[config.mk]
export PLATFORM = sky130hd
export DESIGN_NAME = proc_reg_port
export DESIGN_NICKNAME = d
export VERILOG_FILES = /design/src/rtl/proc_port_pkg.sv /design/src/rtl/proc_port_ctrl_reg.sv /design/src/rtl/proc_port_decode.sv /design/src/rtl/proc_port_seq.sv /design/src/rtl/proc_reg_port.sv
export SDC_FILE = /design/constraint.sdc
export NUM_CORES = 1
export LEC_CHECK = 0
export BUFFER_PORTS_ARGS = -buffer_cell sky130_fd_sc_hd__buf_2
export CAP_MARGIN = 20
export CORE_UTILIZATION = 42
export CTS_CLUSTER_SIZE = 40
export DETAILED_ROUTE_END_ITERATION = 10
export PLACE_DENSITY = 0.78
export SLEW_MARGIN = 20
export SYNTH_ARGS = -nofsm -noshare
export SYNTH_HDL_FRONTEND = slang
export SYNTH_SLANG_ARGS = --single-unit
[constraint.sdc]
create_clock -name clk_i -period 6 [get_ports clk_i]
set_input_delay 1.5 -clock clk_i [delete_from_list [all_inputs] [get_ports clk_i]]
set_output_delay 1.5 -clock clk_i [all_outputs]
set_load 0.1 [all_outputs]
[src/rtl/proc_port_pkg.sv]
package proc_port_pkg;
  localparam int CTRL_W    = 8;
  localparam int SPLIT_BIT = 7;
  localparam int MSG_BIT   = 6;
  localparam int SPARE_BIT = 5;
  localparam int SEL_HI    = 4;
  localparam int SEL_LO    = 3;

  typedef enum logic [1:0] {
    SEL_NONE = 2'b00,
    SEL_DATA = 2'b01,
    SEL_CLO  = 2'b10,
    SEL_CHI  = 2'b11
  } mem_sel_e;

  typedef enum logic [2:0] {
    ST_IDLE,
    ST_FIX,
    ST_WAIT,
    ST_LAT,
    ST_ACK
  } seq_state_e;
endpackage

[src/rtl/proc_port_ctrl_reg.sv]
module proc_port_ctrl_reg
  import proc_port_pkg::*;
#(
  parameter int ST_W = 3
) (
  input  logic              clk_i,
  input  logic              rst_ni,
  input  logic              we_i,
  input  logic [CTRL_W-1:0] wdata_i,
  output logic [CTRL_W-1:0] ctrl_o,
  output logic              split_o,
  output logic              msg_en_o,
  output mem_sel_e          sel_o,
  output logic [ST_W-1:0]   stream_o
);
  localparam logic [CTRL_W-1:0] KEEP_MASK = ~(CTRL_W'(1) << SPARE_BIT);

  logic [CTRL_W-1:0] ctrl_q;

  always_ff @(posedge clk_i or negedge rst_ni) begin
    if (!rst_ni)   ctrl_q <= '0;
    else if (we_i) ctrl_q <= wdata_i & KEEP_MASK;
  end

  assign ctrl_o   = ctrl_q;
  assign split_o  = ctrl_q[SPLIT_BIT];
  assign msg_en_o = ctrl_q[MSG_BIT];
  assign sel_o    = mem_sel_e'(ctrl_q[SEL_HI:SEL_LO]);
  assign stream_o = ctrl_q[ST_W-1:0];

  p_msg_en_stable_r2: assert property (@(posedge clk_i) disable iff (!rst_ni)
    !we_i |=> $stable(msg_en_o));
  p_spare_zero_r2: assert property (@(posedge clk_i) disable iff (!rst_ni)
    ctrl_o[SPARE_BIT] == 1'b0);
endmodule

[src/rtl/proc_port_decode.sv]
module proc_port_decode
  import proc_port_pkg::*;
#(
  parameter int AW   = 6,
  parameter int CH_W = 5,
  parameter int ST_W = 3
) (
  input  logic [AW-1:0]        addr_i,
  input  logic                 rw_i,
  input  logic                 split_i,
  input  mem_sel_e             sel_i,
  input  logic [ST_W-1:0]      stream_i,
  output logic                 is_ctrl_o,
  output logic                 mem_ok_o,
  output mem_sel_e             sel_o,
  output logic [ST_W+CH_W-1:0] maddr_o
);
  mem_sel_e eff_sel;

  always_comb begin
    if (split_i) eff_sel = rw_i ? SEL_DATA : SEL_CLO;
    else         eff_sel = sel_i;
  end

  assign is_ctrl_o = ~addr_i[AW-1];
  assign sel_o     = eff_sel;
  assign mem_ok_o  = ~is_ctrl_o && (eff_sel != SEL_NONE) &&
                     !((eff_sel == SEL_DATA) && !rw_i);
  assign maddr_o   = {stream_i, addr_i[CH_W-1:0]};
endmodule

[src/rtl/proc_port_seq.sv]
module proc_port_seq
  import proc_port_pkg::*;
#(
  parameter int DW       = 8,
  parameter int MA_W     = 8,
  parameter int CTRL_DLY = 2,
  parameter int CM_LAT   = 1,
  parameter int DM_LAT   = 3
) (
  input  logic            clk_i,
  input  logic            rst_ni,
  input  logic            strobe_i,
  input  logic            rw_i,
  input  logic            is_ctrl_i,
  input  logic            mem_ok_i,
  input  mem_sel_e        sel_i,
  input  logic [MA_W-1:0] maddr_i,
  input  logic [DW-1:0]   wdata_i,
  input  logic [DW-1:0]   ctrl_q_i,
  input  logic            slot_i,
  input  logic [DW-1:0]   mem_rdata_i,
  output logic            ctrl_we_o,
  output logic            ack_o,
  output logic [DW-1:0]   rdata_o,
  output logic            mem_req_o,
  output logic            mem_we_o,
  output mem_sel_e        mem_sel_o,
  output logic [MA_W-1:0] mem_addr_o,
  output logic [DW-1:0]   mem_wdata_o
);
  localparam int MAX_A = (CTRL_DLY > CM_LAT) ? CTRL_DLY : CM_LAT;
  localparam int MAX_L = (MAX_A > DM_LAT) ? MAX_A : DM_LAT;
  localparam int CNT_W = $clog2(MAX_L + 1);

  seq_state_e      state_q;
  logic [CNT_W-1:0] cnt_q;
  logic [DW-1:0]   rdata_q;
  logic            we_q;
  mem_sel_e        sel_q;
  logic [MA_W-1:0] addr_q;
  logic [DW-1:0]   wd_q;

  assign ctrl_we_o = (state_q == ST_IDLE) && strobe_i && is_ctrl_i && !rw_i;

  always_ff @(posedge clk_i or negedge rst_ni) begin
    if (!rst_ni) begin
      state_q <= ST_IDLE;
      cnt_q   <= '0;
      rdata_q <= '0;
      we_q    <= 1'b0;
      sel_q   <= SEL_NONE;
      addr_q  <= '0;
      wd_q    <= '0;
    end else begin
      unique case (state_q)
        ST_IDLE: if (strobe_i) begin
          if (is_ctrl_i) begin
            rdata_q <= ctrl_q_i;
            cnt_q   <= CNT_W'(CTRL_DLY - 1);
            state_q <= ST_FIX;
          end else if (mem_ok_i) begin
            we_q    <= ~rw_i;
            sel_q   <= sel_i;
            addr_q  <= maddr_i;
            wd_q    <= wdata_i;
            state_q <= ST_WAIT;
          end else begin
            rdata_q <= '0;
            cnt_q   <= CNT_W'(CTRL_DLY - 1);
            state_q <= ST_FIX;
          end
        end
        ST_FIX: begin
          if (cnt_q == '0) state_q <= ST_ACK;
          else             cnt_q   <= cnt_q - 1'b1;
        end
        ST_WAIT: if (slot_i) begin
          if (we_q) state_q <= ST_ACK;
          else begin
            cnt_q   <= (sel_q == SEL_DATA) ? CNT_W'(DM_LAT - 1) : CNT_W'(CM_LAT - 1);
            state_q <= ST_LAT;
          end
        end
        ST_LAT: begin
          if (cnt_q == '0) begin
            rdata_q <= mem_rdata_i;
            state_q <= ST_ACK;
          end else begin
            cnt_q <= cnt_q - 1'b1;
          end
        end
        ST_ACK: if (!strobe_i) state_q <= ST_IDLE;
        default: state_q <= ST_IDLE;
      endcase
    end
  end

  assign ack_o       = (state_q == ST_ACK);
  assign rdata_o     = rdata_q;
  assign mem_req_o   = (state_q == ST_WAIT);
  assign mem_we_o    = we_q;
  assign mem_sel_o   = sel_q;
  assign mem_addr_o  = addr_q;
  assign mem_wdata_o = wd_q;

  p_req_hold_r7: assert property (@(posedge clk_i) disable iff (!rst_ni)
    mem_req_o && !slot_i |=> mem_req_o && $stable(mem_addr_o) && $stable(mem_we_o)
                             && $stable(mem_sel_o));
  p_no_ack_while_req_r7: assert property (@(posedge clk_i) disable iff (!rst_ni)
    mem_req_o |-> !ack_o);
  p_no_data_write_r5: assert property (@(posedge clk_i) disable iff (!rst_ni)
    mem_req_o && mem_we_o |-> mem_sel_o != SEL_DATA);
  p_no_reserved_req_r5: assert property (@(posedge clk_i) disable iff (!rst_ni)
    mem_req_o |-> mem_sel_o != SEL_NONE);
  p_ack_hold_r9: assert property (@(posedge clk_i) disable iff (!rst_ni)
    ack_o && strobe_i |=> ack_o);
  p_ack_release_r9: assert property (@(posedge clk_i) disable iff (!rst_ni)
    ack_o && !strobe_i |=> !ack_o);
  p_write_ack_after_grant_r8: assert property (@(posedge clk_i) disable iff (!rst_ni)
    mem_req_o && slot_i && mem_we_o |=> ack_o);
endmodule

[src/rtl/proc_reg_port.sv]
module proc_reg_port
  import proc_port_pkg::*;
#(
  parameter int AW       = 6,
  parameter int CH_W     = 5,
  parameter int ST_W     = 3,
  parameter int CTRL_DLY = 2,
  parameter int CM_LAT   = 1,
  parameter int DM_LAT   = 3
) (
  input  logic                 clk_i,
  input  logic                 rst_ni,
  input  logic                 cs_ni,
  input  logic                 ds_i,
  input  logic                 rw_i,
  input  logic [AW-1:0]        addr_i,
  input  logic [CTRL_W-1:0]    wdata_i,
  output logic [CTRL_W-1:0]    rdata_o,
  output logic                 ack_no,
  input  logic                 slot_i,
  output logic                 mem_req_o,
  output logic                 mem_we_o,
  output logic [1:0]           mem_sel_o,
  output logic [ST_W+CH_W-1:0] mem_addr_o,
  output logic [CTRL_W-1:0]    mem_wdata_o,
  input  logic [CTRL_W-1:0]    mem_rdata_i,
  output logic                 msg_en_o
);
  localparam int MA_W = ST_W + CH_W;

  logic              strobe;
  logic              ctrl_we;
  logic [CTRL_W-1:0] ctrl_q;
  logic              split;
  mem_sel_e          page_sel;
  logic [ST_W-1:0]   stream;
  logic              is_ctrl;
  logic              mem_ok;
  mem_sel_e          eff_sel;
  logic [MA_W-1:0]   maddr;
  logic              ack;
  mem_sel_e          req_sel;

  assign strobe = ~cs_ni & ds_i;

  proc_port_ctrl_reg #(.ST_W(ST_W)) i_ctrl_reg (
    .clk_i   (clk_i),
    .rst_ni  (rst_ni),
    .we_i    (ctrl_we),
    .wdata_i (wdata_i),
    .ctrl_o  (ctrl_q),
    .split_o (split),
    .msg_en_o(msg_en_o),
    .sel_o   (page_sel),
    .stream_o(stream)
  );

  proc_port_decode #(.AW(AW), .CH_W(CH_W), .ST_W(ST_W)) i_decode (
    .addr_i   (addr_i),
    .rw_i     (rw_i),
    .split_i  (split),
    .sel_i    (page_sel),
    .stream_i (stream),
    .is_ctrl_o(is_ctrl),
    .mem_ok_o (mem_ok),
    .sel_o    (eff_sel),
    .maddr_o  (maddr)
  );

  proc_port_seq #(
    .DW(CTRL_W), .MA_W(MA_W), .CTRL_DLY(CTRL_DLY), .CM_LAT(CM_LAT), .DM_LAT(DM_LAT)
  ) i_seq (
    .clk_i      (clk_i),
    .rst_ni     (rst_ni),
    .strobe_i   (strobe),
    .rw_i       (rw_i),
    .is_ctrl_i  (is_ctrl),
    .mem_ok_i   (mem_ok),
    .sel_i      (eff_sel),
    .maddr_i    (maddr),
    .wdata_i    (wdata_i),
    .ctrl_q_i   (ctrl_q),
    .slot_i     (slot_i),
    .mem_rdata_i(mem_rdata_i),
    .ctrl_we_o  (ctrl_we),
    .ack_o      (ack),
    .rdata_o    (rdata_o),
    .mem_req_o  (mem_req_o),
    .mem_we_o   (mem_we_o),
    .mem_sel_o  (req_sel),
    .mem_addr_o (mem_addr_o),
    .mem_wdata_o(mem_wdata_o)
  );

  assign ack_no    = ~ack;
  assign mem_sel_o = req_sel;

  p_split_routing_r6: assert property (@(posedge clk_i) disable iff (!rst_ni)
    $rose(mem_req_o) && split |-> (mem_we_o ? (req_sel == SEL_CLO) : (req_sel == SEL_DATA)));
endmodule

==> impl_metrics.py <==
metrics = {
    "outcome": {
        "run_status": "complete, no violations",
    },
    "global_route": {
        "first_pass_grt_wire_length_um": 5640,
        "grt_overflow": 0,
        "antenna_found_initial": 0,
        "number_of_global_route_vias_before_repair": 1178,
        "grt.total_usage_pct": 17.3,
        "grt_start_max_net_pins": 40,
    },
    "timing": {
        "period_share_pct": 50.9,
        "max-slew-margin-rel_pct": 43.4,
        "hold_viol": 0,
        "fin_worst_hold_slack_ps": 488,
        "timing_max_transition_violations_final": 0,
        "grt_setup_unrepaired": "no",
        "report.final.setup_viol": 0,
        "period_minus_slack_ps": 3050,
        "tns_ps": 0,
        "max_slew.worst_pin.slew_ps": 850,
        "final.setup_skew_ps": 3.45,
        "maxClockFrequency_ghz": 0.328,
    },
    "floorplan": {
        "core_region_area_mm2": 0.00406,
        "num_io_pins": 58,
        "horizontal_extent_of_the_die_um": 67.5,
        "floorplan.die_area_mm2": 0.00456,
        "fp.dieH_um": 67.5,
        "start_util_pct": 44.4,
        "floorplan.rows": 23,
    },
    "clock_tree": {
        "post_cts_resize_count": 0,
        "cts_tree": "yes",
        "cts_sinks": 39,
        "clockRootBuffer": "clkbuf_8",
        "cts_max_path_buffers": 2,
        "cts.reportedPaths.clkPinSlew_ps": 70,
        "total_setup_buffers_inserted_after_cts": 0,
        "cts_hold_repair.buffers": 0,
        "tritoncts.num_buffers": 5,
        "htreeDepth": 2,
        "clk_latency_ps": 300,
    },
    "finish": {
        "areaGrowthSynthToFinish_pct": 23.8,
        "nets": 233,
        "drive_above_1_share_pct": 49.3,
        "fill_cells": 364,
        "ff_latch_area_um2": 976,
        "layout.cells.most_common": "buf_2",
        "most-common-layout-cells": "buf_2 (57), dfrtp_1 (39), mux2_2 (31)",
        "multi_input_combinational_cell_area_um2": 738,
        "antenna-diode-count": 0,
    },
    "detailed_routing": {
        "routedWlPerCell_um": 14.2,
        "remaining_drc_errors": 0,
        "count_of_tritonroute_iterations_in_the_first_routing_pass": 4,
        "vias": 1298,
        "finalWirelength_um": 3620,
        "antenna_violating_nets_post_route": 0,
        "viasPerCell": 5.09,
        "drt-initial-drc-count": 73,
    },
    "critical_path": {
        "worstSetupPathType": "reg2out",
        "cp_data_required_time_ps": 4500,
        "crit_path_start_kind": "flip-flop",
        "worstPathArrival_ps": 1550,
        "critical-path-slowest-cell": "dfrtp_1",
        "timing.critical_path.to_type": "output port",
        "crit_chain": "nor3b_1, buf_2",
        "critical_path_peak_fanout": 10,
        "critPathMaxStageDelay_ps": 540,
    },
    "logic_synthesis": {
        "seq_total_area_yosys_pct": 54.2,
        "syn-num-nets": 174,
        "synthFlopType": "dfrtp_1",
        "synth_edf_count": 0,
        "synth_area_per_cell_um2": 12.4,
        "synth_warnings": 0,
        "total_of_flip_flops_plus_latches_after_synthesis": 39,
        "async_reset_ff_share_pct": 100,
        "synth_cells": 145,
        "post_synth_instance_area_mm2": 0.00180,
        "synth_cell_types": 31,
    },
    "placed_design": {
        "port_buffers": 57,
        "gpl_congestion": 0.824,
        "detailedPlacementHpwl_um": 2580,
    },
    "flow_run": {
        "max_cap_viol_count": 0,
    },
    "worst_hold_path": {
        "hp-class": "reg2reg",
    },
}
per-stage QoR:
stage          worst slack, ps  instance area (um2)  utilization [%]  cells
2_1_floorplan             1670                 1800                -    145
3_5_place_dp              2810                 2120             52.2    247
3_3_place_gp              2830                 2120             52.2    247
4_1_cts                   2950                 2230             55.0    255
6_report                  2950                 2230             55.0    255
5_1_grt                   2900                 2230             55.0    255
flip-flops by register name, indices dropped and copies added, names as in the netlist:
| signal | cells |
|---|---|
| i_seq.state_q | 3 |
| i_seq.mem_we_o | 1 |
| i_seq.rdata_o | 8 |
| i_ctrl_reg.ctrl_o | 7 |
| i_seq.cnt_q | 2 |
| i_seq.mem_wdata_o | 8 |
| i_seq.mem_addr_o | 8 |
| i_seq.mem_sel_o | 2 |
layer usage:
layer	GRT usage, %	vias to the layer above	routed length [um]
li1	-	633	-
met1	22.2	621	1620
met2	25.9	38	1710
met3	6.25	6	233
met4	7.98	0	61
met5	0	-	0
path summary, 6_finish.rpt:
kind,from,endpoint,slack (ps),depth (start not counted)
max in group asynchronous,rst_ni,i_seq.rdata_o[4]$_DFFE_PN0P_,4160,1
max reg2reg,i_seq.state_q[0]$_DFFE_PN0P_,i_seq.mem_addr_o[2]$_DFFE_PN0P_,3790,4
min,i_seq.mem_wdata_o[6]$_DFFE_PN0P_,i_seq.mem_wdata_o[6]$_DFFE_PN0P_,490,1
max,i_seq.state_q[2]$_DFFE_PN0P_,mem_req_o,2950,2
min in group asynchronous,rst_ni,i_seq.mem_wdata_o[1]$_DFFE_PN0P_,1300,1
min reg2reg,i_seq.mem_wdata_o[6]$_DFFE_PN0P_,i_seq.mem_wdata_o[6]$_DFFE_PN0P_,490,1
layout make-up:
class,count,share of cell area (%)
timing repair buffer,58,13.1
tap,50,2.80
multi-input combinational,87,33.1
inverter,13,2.19
clock buffer,5,3.08
sequential,39,43.7
clock inverter,3,1.96
synth_stat cells (2+ instances only):
cell	n	area, um2
a21oi_1	5	25.0
buf_6	2	22.5
clkbuf_1	3	11.3
dfrtp_1	39	976
inv_1	13	48.8
mux2_2	31	349
mux2i_1	3	30.0
nand2_1	4	15.0
nand3_1	8	40.0
nand3b_1	2	15.0
nor2_1	5	18.8
nor3_1	2	10.0
nor3b_1	2	15.0
o21ai_0	9	45.0
cells by family after synthesis:
kind of cell    count (synthesis)  share of synthesized area [%]
flops                          39                           54.2
mux                            35                           21.7
buf+inv                        19                           4.86
simple gates                   29                           10.8
fa+ha+maj                       1                          0.694
compound gates                 22                           7.78
critical path: cells and delay by family (launching register included):
family                 cells  cell delay, ps
flip-flops                 1             540
AND/OR/NAND/NOR            1             260
buffers and inverters      1             460
Power is not shown: default switching activity piles up to over one toggle a cycle in this logic, so the estimate is an artifact.
